$ cat src/rtl/gpio_irq_pkg.sv
package gpio_irq_pkg;

    typedef enum logic [1:0] {
        TRIG_LVL_HI = 2'd0,
        TRIG_LVL_LO = 2'd1,
        TRIG_RISE   = 2'd2,
        TRIG_FALL   = 2'd3
    } trig_e;

    typedef enum logic [1:0] {
        PS_QUIET  = 2'd0,
        PS_SIGNAL = 2'd1,
        PS_HELD   = 2'd2
    } port_state_e;

    localparam int unsigned ADDR_W = 5;
    localparam int unsigned WORD_W = 32;

    localparam logic [ADDR_W-1:0] OFS_CTRL    = 5'h00;
    localparam logic [ADDR_W-1:0] OFS_PEND    = 5'h04;
    localparam logic [ADDR_W-1:0] OFS_MASK    = 5'h08;
    localparam logic [ADDR_W-1:0] OFS_TYPE_HI = 5'h0C;
    localparam logic [ADDR_W-1:0] OFS_TYPE_LO = 5'h10;

    localparam int unsigned CTRL_PEND_BIT = 0;
    localparam int unsigned CTRL_EN_BIT   = 1;
    localparam int unsigned CTRL_FAST_BIT = 2;

    localparam int unsigned PINS_PER_TYPE_WORD = 16;

endpackage

$ cat src/rtl/gpio_irq_sync.sv
module gpio_irq_sync #(
    parameter int unsigned WIDTH = 32
) (
    input  logic             clk,
    input  logic             rst_n,
    input  logic [WIDTH-1:0] d_i,
    output logic [WIDTH-1:0] q_o
);

    // two-stage synchroniser per pin
    for (genvar b = 0; b < WIDTH; b++) begin : g_bit
        logic [1:0] stage_q;

        always_ff @(posedge clk) begin
            if (!rst_n) begin
                stage_q <= 2'b00;
            end else begin
                stage_q <= {stage_q[0], d_i[b]};
            end
        end

        assign q_o[b] = stage_q[1];
    end

endmodule

$ cat src/rtl/gpio_irq_tick.sv
module gpio_irq_tick #(
    parameter int unsigned SLOW_DIV = 24
) (
    input  logic clk,
    input  logic rst_n,
    input  logic fast_i,
    output logic tick_o
);

    localparam int unsigned CW = (SLOW_DIV > 1) ? $clog2(SLOW_DIV) : 1;
    localparam logic [CW-1:0] LAST = CW'(SLOW_DIV - 1);

    logic [CW-1:0] cnt_q;

    always_ff @(posedge clk) begin
        if (!rst_n) begin
            cnt_q <= '0;
        end else if (cnt_q == LAST) begin
            cnt_q <= '0;
        end else begin
            cnt_q <= cnt_q + 1'b1;
        end
    end

    assign tick_o = fast_i | (cnt_q == LAST);

endmodule

$ cat src/rtl/gpio_irq_detect.sv
module gpio_irq_detect
    import gpio_irq_pkg::*;
#(
    parameter int unsigned WIDTH = 32
) (
    input  logic                  clk,
    input  logic                  rst_n,
    input  logic                  tick_i,
    input  logic [WIDTH-1:0]      lvl_i,
    input  logic [WIDTH-1:0][1:0] trig_i,
    input  logic [WIDTH-1:0]      mask_i,
    output logic [WIDTH-1:0]      hit_o
);

    logic [WIDTH-1:0] samp_q;

    // previous sample, refreshed only on ticks
    always_ff @(posedge clk) begin
        if (!rst_n) begin
            samp_q <= '0;
        end else if (tick_i) begin
            samp_q <= lvl_i;
        end
    end

    for (genvar p = 0; p < WIDTH; p++) begin : g_pin
        logic cond;

        always_comb begin
            unique case (trig_e'(trig_i[p]))
                TRIG_LVL_HI: cond = lvl_i[p];
                TRIG_LVL_LO: cond = ~lvl_i[p];
                TRIG_RISE:   cond = lvl_i[p] & ~samp_q[p];
                TRIG_FALL:   cond = ~lvl_i[p] & samp_q[p];
                default:     cond = 1'b0;
            endcase
        end

        assign hit_o[p] = tick_i & mask_i[p] & cond;
    end

endmodule

$ cat src/rtl/gpio_irq_port_fsm.sv
module gpio_irq_port_fsm
    import gpio_irq_pkg::*;
(
    input  logic        clk,
    input  logic        rst_n,
    input  logic        any_next_i,
    input  logic        new_hit_i,
    input  logic        ack_i,
    output logic        flag_o,
    output port_state_e state_o
);

    port_state_e state_q, state_d;

    always_comb begin
        state_d = state_q;
        unique case (state_q)
            PS_QUIET: begin
                if (new_hit_i) state_d = PS_SIGNAL;
            end
            PS_SIGNAL: begin
                if (!any_next_i)                 state_d = PS_QUIET;
                else if (ack_i && !new_hit_i)    state_d = PS_HELD;
            end
            PS_HELD: begin
                if (!any_next_i)     state_d = PS_QUIET;
                else if (new_hit_i)  state_d = PS_SIGNAL;
            end
            default: state_d = PS_QUIET;
        endcase
    end

    always_ff @(posedge clk) begin
        if (!rst_n) begin
            state_q <= PS_QUIET;
        end else begin
            state_q <= state_d;
        end
    end

    always_comb begin
        flag_o  = (state_q == PS_SIGNAL);
        state_o = state_q;
    end

endmodule

$ cat src/rtl/gpio_irq_port.sv
module gpio_irq_port
    import gpio_irq_pkg::*;
#(
    parameter int unsigned PIN_COUNT = 32,
    parameter int unsigned SLOW_DIV  = 24
) (
    input  logic                 clk,
    input  logic                 rst_n,
    input  logic [PIN_COUNT-1:0] pin_i,
    input  logic                 bus_wr,
    input  logic                 bus_rd,
    input  logic [4:0]           bus_addr,
    input  logic [31:0]          bus_wdata,
    output logic [31:0]          bus_rdata,
    output logic                 bus_rvalid,
    output logic                 irq_o
);

    localparam int unsigned HALF = PINS_PER_TYPE_WORD;

    logic                      en_q, fast_q;
    logic [PIN_COUNT-1:0]      mask_q, pend_q, pend_d;
    logic [PIN_COUNT-1:0][1:0] trig_q;
    logic [PIN_COUNT-1:0]      sync_lvl, hit, clr;
    logic                      tick, ack, ctrl_pend;
    port_state_e               state;
    logic [WORD_W-1:0]         rd_word, type_lo_w, type_hi_w;

    logic wr_ctrl, wr_pend, wr_mask, wr_thi, wr_tlo;

    always_comb begin
        wr_ctrl = bus_wr && (bus_addr == OFS_CTRL);
        wr_pend = bus_wr && (bus_addr == OFS_PEND);
        wr_mask = bus_wr && (bus_addr == OFS_MASK);
        wr_thi  = bus_wr && (bus_addr == OFS_TYPE_HI);
        wr_tlo  = bus_wr && (bus_addr == OFS_TYPE_LO);
    end

    gpio_irq_sync #(.WIDTH(PIN_COUNT)) u_sync (
        .clk   (clk),
        .rst_n (rst_n),
        .d_i   (pin_i),
        .q_o   (sync_lvl)
    );

    gpio_irq_tick #(.SLOW_DIV(SLOW_DIV)) u_tick (
        .clk    (clk),
        .rst_n  (rst_n),
        .fast_i (fast_q),
        .tick_o (tick)
    );

    gpio_irq_detect #(.WIDTH(PIN_COUNT)) u_detect (
        .clk    (clk),
        .rst_n  (rst_n),
        .tick_i (tick),
        .lvl_i  (sync_lvl),
        .trig_i (trig_q),
        .mask_i (mask_q),
        .hit_o  (hit)
    );

    // control word
    always_ff @(posedge clk) begin
        if (!rst_n) begin
            en_q   <= 1'b0;
            fast_q <= 1'b0;
        end else if (wr_ctrl) begin
            en_q   <= bus_wdata[CTRL_EN_BIT];
            fast_q <= bus_wdata[CTRL_FAST_BIT];
        end
    end

    assign ack = wr_ctrl & bus_wdata[CTRL_PEND_BIT];

    // mask word
    always_ff @(posedge clk) begin
        if (!rst_n) begin
            mask_q <= '0;
        end else if (wr_mask) begin
            mask_q <= bus_wdata[PIN_COUNT-1:0];
        end
    end

    // trigger fields, low pins in the upper-offset word
    for (genvar p = 0; p < PIN_COUNT; p++) begin : g_trig
        localparam int unsigned POS = (p % HALF) * 2;
        localparam bit IN_LO = (p < HALF);

        always_ff @(posedge clk) begin
            if (!rst_n) begin
                trig_q[p] <= TRIG_LVL_HI;
            end else if (IN_LO ? wr_tlo : wr_thi) begin
                trig_q[p] <= bus_wdata[POS +: 2];
            end
        end
    end

    // pending: event beats write-1-to-clear
    assign clr    = wr_pend ? bus_wdata[PIN_COUNT-1:0] : '0;
    assign pend_d = (pend_q & ~clr) | hit;

    always_ff @(posedge clk) begin
        if (!rst_n) begin
            pend_q <= '0;
        end else begin
            pend_q <= pend_d;
        end
    end

    gpio_irq_port_fsm u_fsm (
        .clk        (clk),
        .rst_n      (rst_n),
        .any_next_i (|pend_d),
        .new_hit_i  (|hit),
        .ack_i      (ack),
        .flag_o     (ctrl_pend),
        .state_o    (state)
    );

    assign irq_o = en_q & (|pend_q);

    // read path
    always_comb begin
        type_lo_w = '0;
        type_hi_w = '0;
        for (int p = 0; p < PIN_COUNT; p++) begin
            if (p < HALF) begin
                type_lo_w[(p % HALF) * 2 +: 2] = trig_q[p];
            end else begin
                type_hi_w[(p % HALF) * 2 +: 2] = trig_q[p];
            end
        end
    end

    always_comb begin
        rd_word = '0;
        unique case (bus_addr)
            OFS_CTRL: begin
                rd_word[CTRL_PEND_BIT] = ctrl_pend;
                rd_word[CTRL_EN_BIT]   = en_q;
                rd_word[CTRL_FAST_BIT] = fast_q;
            end
            OFS_PEND:    rd_word = WORD_W'(pend_q);
            OFS_MASK:    rd_word = WORD_W'(mask_q);
            OFS_TYPE_HI: rd_word = type_hi_w;
            OFS_TYPE_LO: rd_word = type_lo_w;
            default:     rd_word = '0;
        endcase
    end

    always_ff @(posedge clk) begin
        if (!rst_n) begin
            bus_rdata  <= '0;
            bus_rvalid <= 1'b0;
        end else begin
            bus_rvalid <= bus_rd;
            if (bus_rd) begin
                bus_rdata <= rd_word;
            end
        end
    end

endmodule

$ cat config.mk
export PLATFORM = sky130hd
export DESIGN_NAME = gpio_irq_port
export DESIGN_NICKNAME = d
export VERILOG_FILES = /design/src/rtl/gpio_irq_pkg.sv /design/src/rtl/gpio_irq_sync.sv /design/src/rtl/gpio_irq_tick.sv /design/src/rtl/gpio_irq_detect.sv /design/src/rtl/gpio_irq_port_fsm.sv /design/src/rtl/gpio_irq_port.sv
export SDC_FILE = /design/constraint.sdc
export NUM_CORES = 1
export LEC_CHECK = 0
export CORE_MARGIN = 4
export CORE_UTILIZATION = 41
export CTS_BUF_LIST = sky130_fd_sc_hd__clkbuf_16
export DETAILED_ROUTE_END_ITERATION = 7
export PLACE_DENSITY = 0.66
export SLEW_MARGIN = 20
export SYNTH_ARGS = -nofsm -noshare
export SYNTH_HDL_FRONTEND = slang
export SYNTH_SLANG_ARGS = --single-unit
$ cat constraint.sdc
create_clock -name clk -period 6.7 [get_ports clk]
set_clock_uncertainty 0.15 [all_clocks]
set_input_delay 1.34 -clock clk [delete_from_list [all_inputs] [get_ports clk]]
set_output_delay 1.34 -clock clk [all_outputs]
set_load 0.05 [all_outputs]
==> results of run 1 <==
==> power by group <==
group / switching, uW / internal, uW
Sequential: 14.8 / 1610
Combinational: 96.0 / 84.4
Clock: 631 / 818
Total: 742 / 2510
==> flip-flops by register name, summed over array words and instances, names as in the netlist <==
signal and cells:
bus_rvalid 1, bus_rdata 32, fast_q 1, mask_q 32, en_q 1, pend_q 32
u_sync.g_bit.stage_q 64, u_detect.samp_q 32, u_fsm.state_o 2, trig_q 64, u_tick.cnt_q 5
==> worst max-delay path, cell delays in order <==
cell             delay (ns)
clkdlybuf4s50_1        0.48
nor3_4                 0.19
buf_4                  0.39
and3b_1                0.22
buf_4                  0.41
and2_0                 0.88
buf_4                  0.40
nand2_1                0.08
a21boi_0               0.16
==> path summary, 6_finish.rpt <==
kind,depth (start not counted),slack (ns),end,startpoint
hold reg to reg,1,0.28,u_sync.g_bit[24].stage_q[1]$_SDFF_PN0_,u_sync.g_bit[24].stage_q[0]$_SDFF_PN0_
hold / removal,1,0.28,u_sync.g_bit[24].stage_q[1]$_SDFF_PN0_,u_sync.g_bit[24].stage_q[0]$_SDFF_PN0_
setup / recovery,9,2.41,trig_q[21]$_SDFFE_PN0P_,bus_addr[3]
setup reg to reg,8,3.68,u_fsm.state_o[0]$_SDFFE_PN0P_,u_tick.cnt_q[0]$_SDFF_PP0_
==> cell type report <==
| cell class | count | area, um2 | area share |
|---|---|---|---|
| Clock buffer | 29 | 726 | 0.0540 |
| Clock inverter | 24 | 130 | 0.00968 |
| Inverter | 2 | 7.51 | 0.000558 |
| Multi-Input combinational cell | 920 | 5610 | 0.417 |
| Sequential cell | 266 | 5330 | 0.396 |
| Tap cell | 372 | 465 | 0.0346 |
| Timing Repair Buffer | 122 | 1180 | 0.0879 |
==> cell families (layout without fill, tap and decap cells) <==
family	after synthesis	after routing	share of synthesized area
compound gates	375	375	0.248
xor+xnor	5	5	0.00387
fa+ha+maj	1	1	0.00110
simple gates	539	539	0.240
flops	266	266	0.470
buf+inv	93	177	0.0371
==> cell usage after synthesis (3+ instances only) <==
| library cell | number |
|---|---|
| and3b_1 | 3 |
| and2b_1 | 14 |
| a222oi_1 | 3 |
| buf_1 | 4 |
| o21ai_0 | 4 |
| nand4_1 | 16 |
| nand3_1 | 35 |
| a21boi_0 | 101 |
| a31oi_1 | 3 |
| a22oi_1 | 77 |
| buf_2 | 14 |
| nand2_1 | 266 |
| nor2_1 | 4 |
| a21oi_1 | 30 |
| a32oi_1 | 31 |
| buf_6 | 4 |
| dfxtp_1 | 266 |
| nor4_1 | 10 |
| xor2_1 | 3 |
| o21a_1 | 30 |
| a21boi_1 | 31 |
| a21bo_2 | 31 |
| o22ai_1 | 31 |
| clkbuf_1 | 66 |
| nand2b_1 | 32 |
| nor2b_1 | 80 |
| and2_1 | 67 |
==> layer usage <==
metal	track usage	vias to the layer above	wire [um]
li1	-	4592	-
met1	0.304	4535	15000
met2	0.343	445	15400
met3	0.0415	61	2780
met4	0.0600	0	908
met5	0	-	0
==> metrics by stage <==
step	std cells	power (uW)	hold slack (ns)	cell area [um2]
final	1735	3250	0.280	13400
after global routing	1735	3360	0.288	13400
after CTS	1735	3280	0.281	13400
after detailed placement	1682	1840	0.268	12600
after global placement	1682	1840	0.265	12600
after floorplan	1279	1740	0.262	11300
==> results.cfg, run 1 <==
[outcome]
status = completed

[yosys]
synth_top_area_share = 0.470
synth_area_leaders = dfxtp_1 47%, nand2_1 8.8%, a21boi_0 6.7%
syn-cell-area_mm2 = 0.0113
netlist_instances = 1279
synth_edf_count = 0
avgSynthCellArea_um2 = 8.86
ys_seq_elements = 266
synth_flop_cell = dfxtp_1
yosysUniqueCellTypes = 43
syn_nets = 1353
async_reset_ff_frac = 0
synth.largest_area_cell = dfxtp_1
yosysWarnings = 0
yosysSeqAreaShare = 0.470

[detailed_routing]
via_per_inst = 5.55
drc_errors = 0
wl_per_cell_um = 19.7
wirelength_mm = 34.1
firstDrtPassIters = 5
first_iter_violations = 1026
ant_nets = 0
vias = 9633

[worst_setup_path]
crit_arrival_ns = 4.60
required_ns = 7.02
cp-end-kind = flip-flop
crit_type = input pin to flip-flop
critPathLaunchType = input pin
worstPathMaxFanout = 35

[sta]
layout_setup_ws_ns = 2.41
worst_pin_slew_ns = 1.06
hold_viol = 0
timing.final.crit_period_ns = 4.29
slew_headroom = 0.292
rsz0062_at_grt = false
tns_ns = 0
finalSetupViolCount = 0
fmax_mhz = 233
finalCritPeriodShare = 0.640
slew_violations = 0

[global_routing]
track_usage = 0.217
grt_pass1_wl_mm = 52.8
grt-ovfl-total = 0
grt_max_degree = 137
antenna_found_initial = 0
grt_pass1_vias = 9239

[place]
io_buffers = 106
preCtsSetupSlack_ns = 1.92
hpwl_mm = 22.7
place_congestion = 0.894

[cts]
cts_sinks = 266
clk_latency_ns = 0.54
cts_resized = 0
cts-root-buf = clkbuf_16
cts_buffers = 29
post-cts-setup-buffers = 0
cts_tree = yes
cts_buffer_depth = 3
ctsHoldBuffers = 0
cts_max_level = 1
clk_pin_slew_ns = 0.06

[floorplan]
core_region_area_mm2 = 0.0271
die-area_mm2 = 0.0304
dieHeight_um = 174
dieWidth_um = 174
start_util = 0.418
rows = 60
ios = 107

[final_layout]
n_antenna_cell = 0
final_cell_mix = 266 x nand2_1, 266 x dfxtp_1, 105 x clkdlybuf4s50_1
area_delta_synth_final_pct = 18.7
layout.nets = 1415
fillCellCount = 2593
final_core_util = 0.496
drive_gt1_frac = 0.0660

[power]
ir_worst_vdd_v = 0.000219
leakage_uw = 0.00455
powerDensity_mw_per_mm2 = 242

[flow_run]
maxCapViolations = 0

[hold_path]
hold_path_class = flip-flop to flip-flop
No activity file was read; power rests on OpenSTA's default activity.
==> inputs of run 2 (changes only) <==
- PLACE_DENSITY: 0.66 -> 0.69
- clock period: 6.7 -> 3.73 ns (I/O delays scaled with it)
==> results.cfg, run 2 (synthesis gave the netlist of run 1 again) <==
[detailed_routing]
drc_errors = 0
via_per_inst = 5.60
ant_nets = 0
vias = 9785
wirelength_mm = 34.4
firstDrtPassIters = 5
first_iter_violations = 822
wl_per_cell_um = 19.7

[cts]
clk_pin_slew_ns = 0.06
post-cts-setup-buffers = 0
cts_buffers = 29
clk_latency_ns = 0.54
cts_resized = 0
cts_tree = yes
ctsHoldBuffers = 0
cts-root-buf = clkbuf_16
cts_sinks = 266
cts_max_level = 1
cts_buffer_depth = 3

[sta]
fmax_mhz = 297
slew_headroom = 0.287
layout_setup_ws_ns = 0.367
worst_pin_slew_ns = 1.07
rsz0062_at_grt = false
finalSetupViolCount = 0
finalCritPeriodShare = 0.902
hold_viol = 0
slew_violations = 0
tns_ns = 0
timing.final.crit_period_ns = 3.36

[worst_setup_path]
crit_buf_inv = 1
worstPathMaxFanout = 3
critPathLaunchType = flip-flop
crit_arrival_ns = 2.47
slowest_stage = clkdlybuf4s50_1
critPathTopFamily = buffers and inverters
reg2reg_depth = 9
path_depth = 4
crit_chain = nor4_1, nand4_1, o21a_1, clkdlybuf4s50_1
cp-end-kind = primary output
required_ns = 2.83
crit_type = flip-flop to primary output
crit_path_max_incr_delay_ns = 0.71

[floorplan]
core_region_area_mm2 = 0.0271
ios = 107
start_util = 0.418
dieWidth_um = 174
dieHeight_um = 174
rows = 60
die-area_mm2 = 0.0304

[final_layout]
fillCellCount = 2560
fin_area_mm2 = 0.0136
drive_gt1_frac = 0.0763
layout.nets = 1430
final_core_util = 0.502
n_antenna_cell = 0
final_cell_mix = 266 x nand2_1, 266 x dfxtp_1, 105 x clkdlybuf4s50_1
reg_top3 = trig_q: 64 flops, u_sync.g_bit.stage_q: 64 flops
area_delta_synth_final_pct = 20.1

[flow_run]
maxCapViolations = 0

[global_routing]
grt-ovfl-total = 0
antenna_found_initial = 0
grt_max_degree = 107
grt_pass1_vias = 9359
track_usage = 0.219
grt_pass1_wl_mm = 53.5

[hold_path]
hold_depth = 1
hold_path_class = flip-flop to flip-flop

[power]
powerDensity_mw_per_mm2 = 428
ir_worst_vdd_v = 0.000308
leakage_uw = 0.00462

[place]
place_congestion = 0.922
place_area_mm2 = 0.0128
preCtsSetupSlack_ns = 0.420
hpwl_mm = 24.0
io_buffers = 106

[outcome]
status = completed
run 2: cell count changes in the layout (fill, tap and decap cells not counted), moves of 2 or more:
cell	previous run	this run
clkinv_2	3	5
inv_1	12	7
clkinv_1	8	11
inv_6	2	0
buf_4	16	26
buf_12	0	5
run 2: final timing paths:
kind                                                             from                                    end  slack (ns)
worst max register to register             u_tick.cnt_q[0]$_SDFF_PP0_          u_fsm.state_o[0]$_SDFFE_PN0P_        1.00
worst max-delay path                            pend_q[18]$_SDFF_PN0_                                  irq_o        0.37
worst min-delay path            u_sync.g_bit[9].stage_q[0]$_SDFF_PN0_  u_sync.g_bit[9].stage_q[1]$_SDFF_PN0_        0.28
worst min register to register  u_sync.g_bit[9].stage_q[0]$_SDFF_PN0_  u_sync.g_bit[9].stage_q[1]$_SDFF_PN0_        0.28
run 2: final cells by class:
type | count | area, um2 | share of cell area
Clock inverter | 22 | 115 | 0.00846
Sequential cell | 266 | 5330 | 0.391
Tap cell | 372 | 465 | 0.0342
Clock buffer | 29 | 726 | 0.0533
Multi-Input combinational cell | 920 | 5610 | 0.412
Inverter | 2 | 7.51 | 0.000552
Timing Repair Buffer | 137 | 1360 | 0.0998
run 2: where the power goes:
part | switching, uW | internal [uW] | total [uW]
sequential | 27.4 | 2890 | 2910
clock | 1110 | 1460 | 2570
combinational | 178 | 160 | 338
total | 1320 | 4510 | 5830
run 2: routing by layer:
metal  global-route usage  vias up  part of all wire
met5                    0        -                 0
met4               0.0719        0             0.036
met3               0.0413       74             0.078
met2                0.347      402              0.45
met1                0.302     4687              0.44
li1                     -     4622                 -
run 2: per-stage QoR:
step / hold WS, ns / cells / total power, uW
2_1_floorplan: 0.262 / 1279 / 3130
3_3_place_gp: 0.266 / 1697 / 3310
3_5_place_dp: 0.269 / 1697 / 3310
4_1_cts: 0.280 / 1748 / 5880
5_1_grt: 0.287 / 1748 / 6020
6_report: 0.277 / 1748 / 5830
run 2: worst reg2reg max path, stage by stage (launching register included):
cell and delay [ns]:
dfxtp_1 0.32, ha_1 0.25, nand4b_1 0.25, nand2b_2 0.20, buf_4 0.26, a32oi_1 0.30
nand4_1 0.23, nor4_1 0.31, a21boi_1 0.13, a31o_1 0.22
==> inputs of run 3 (changes only) <==
- TNS_END_PERCENT: unset -> 50
==> results of run 3 <==
Final layout, timing and power as in run 2 (identical DEF).
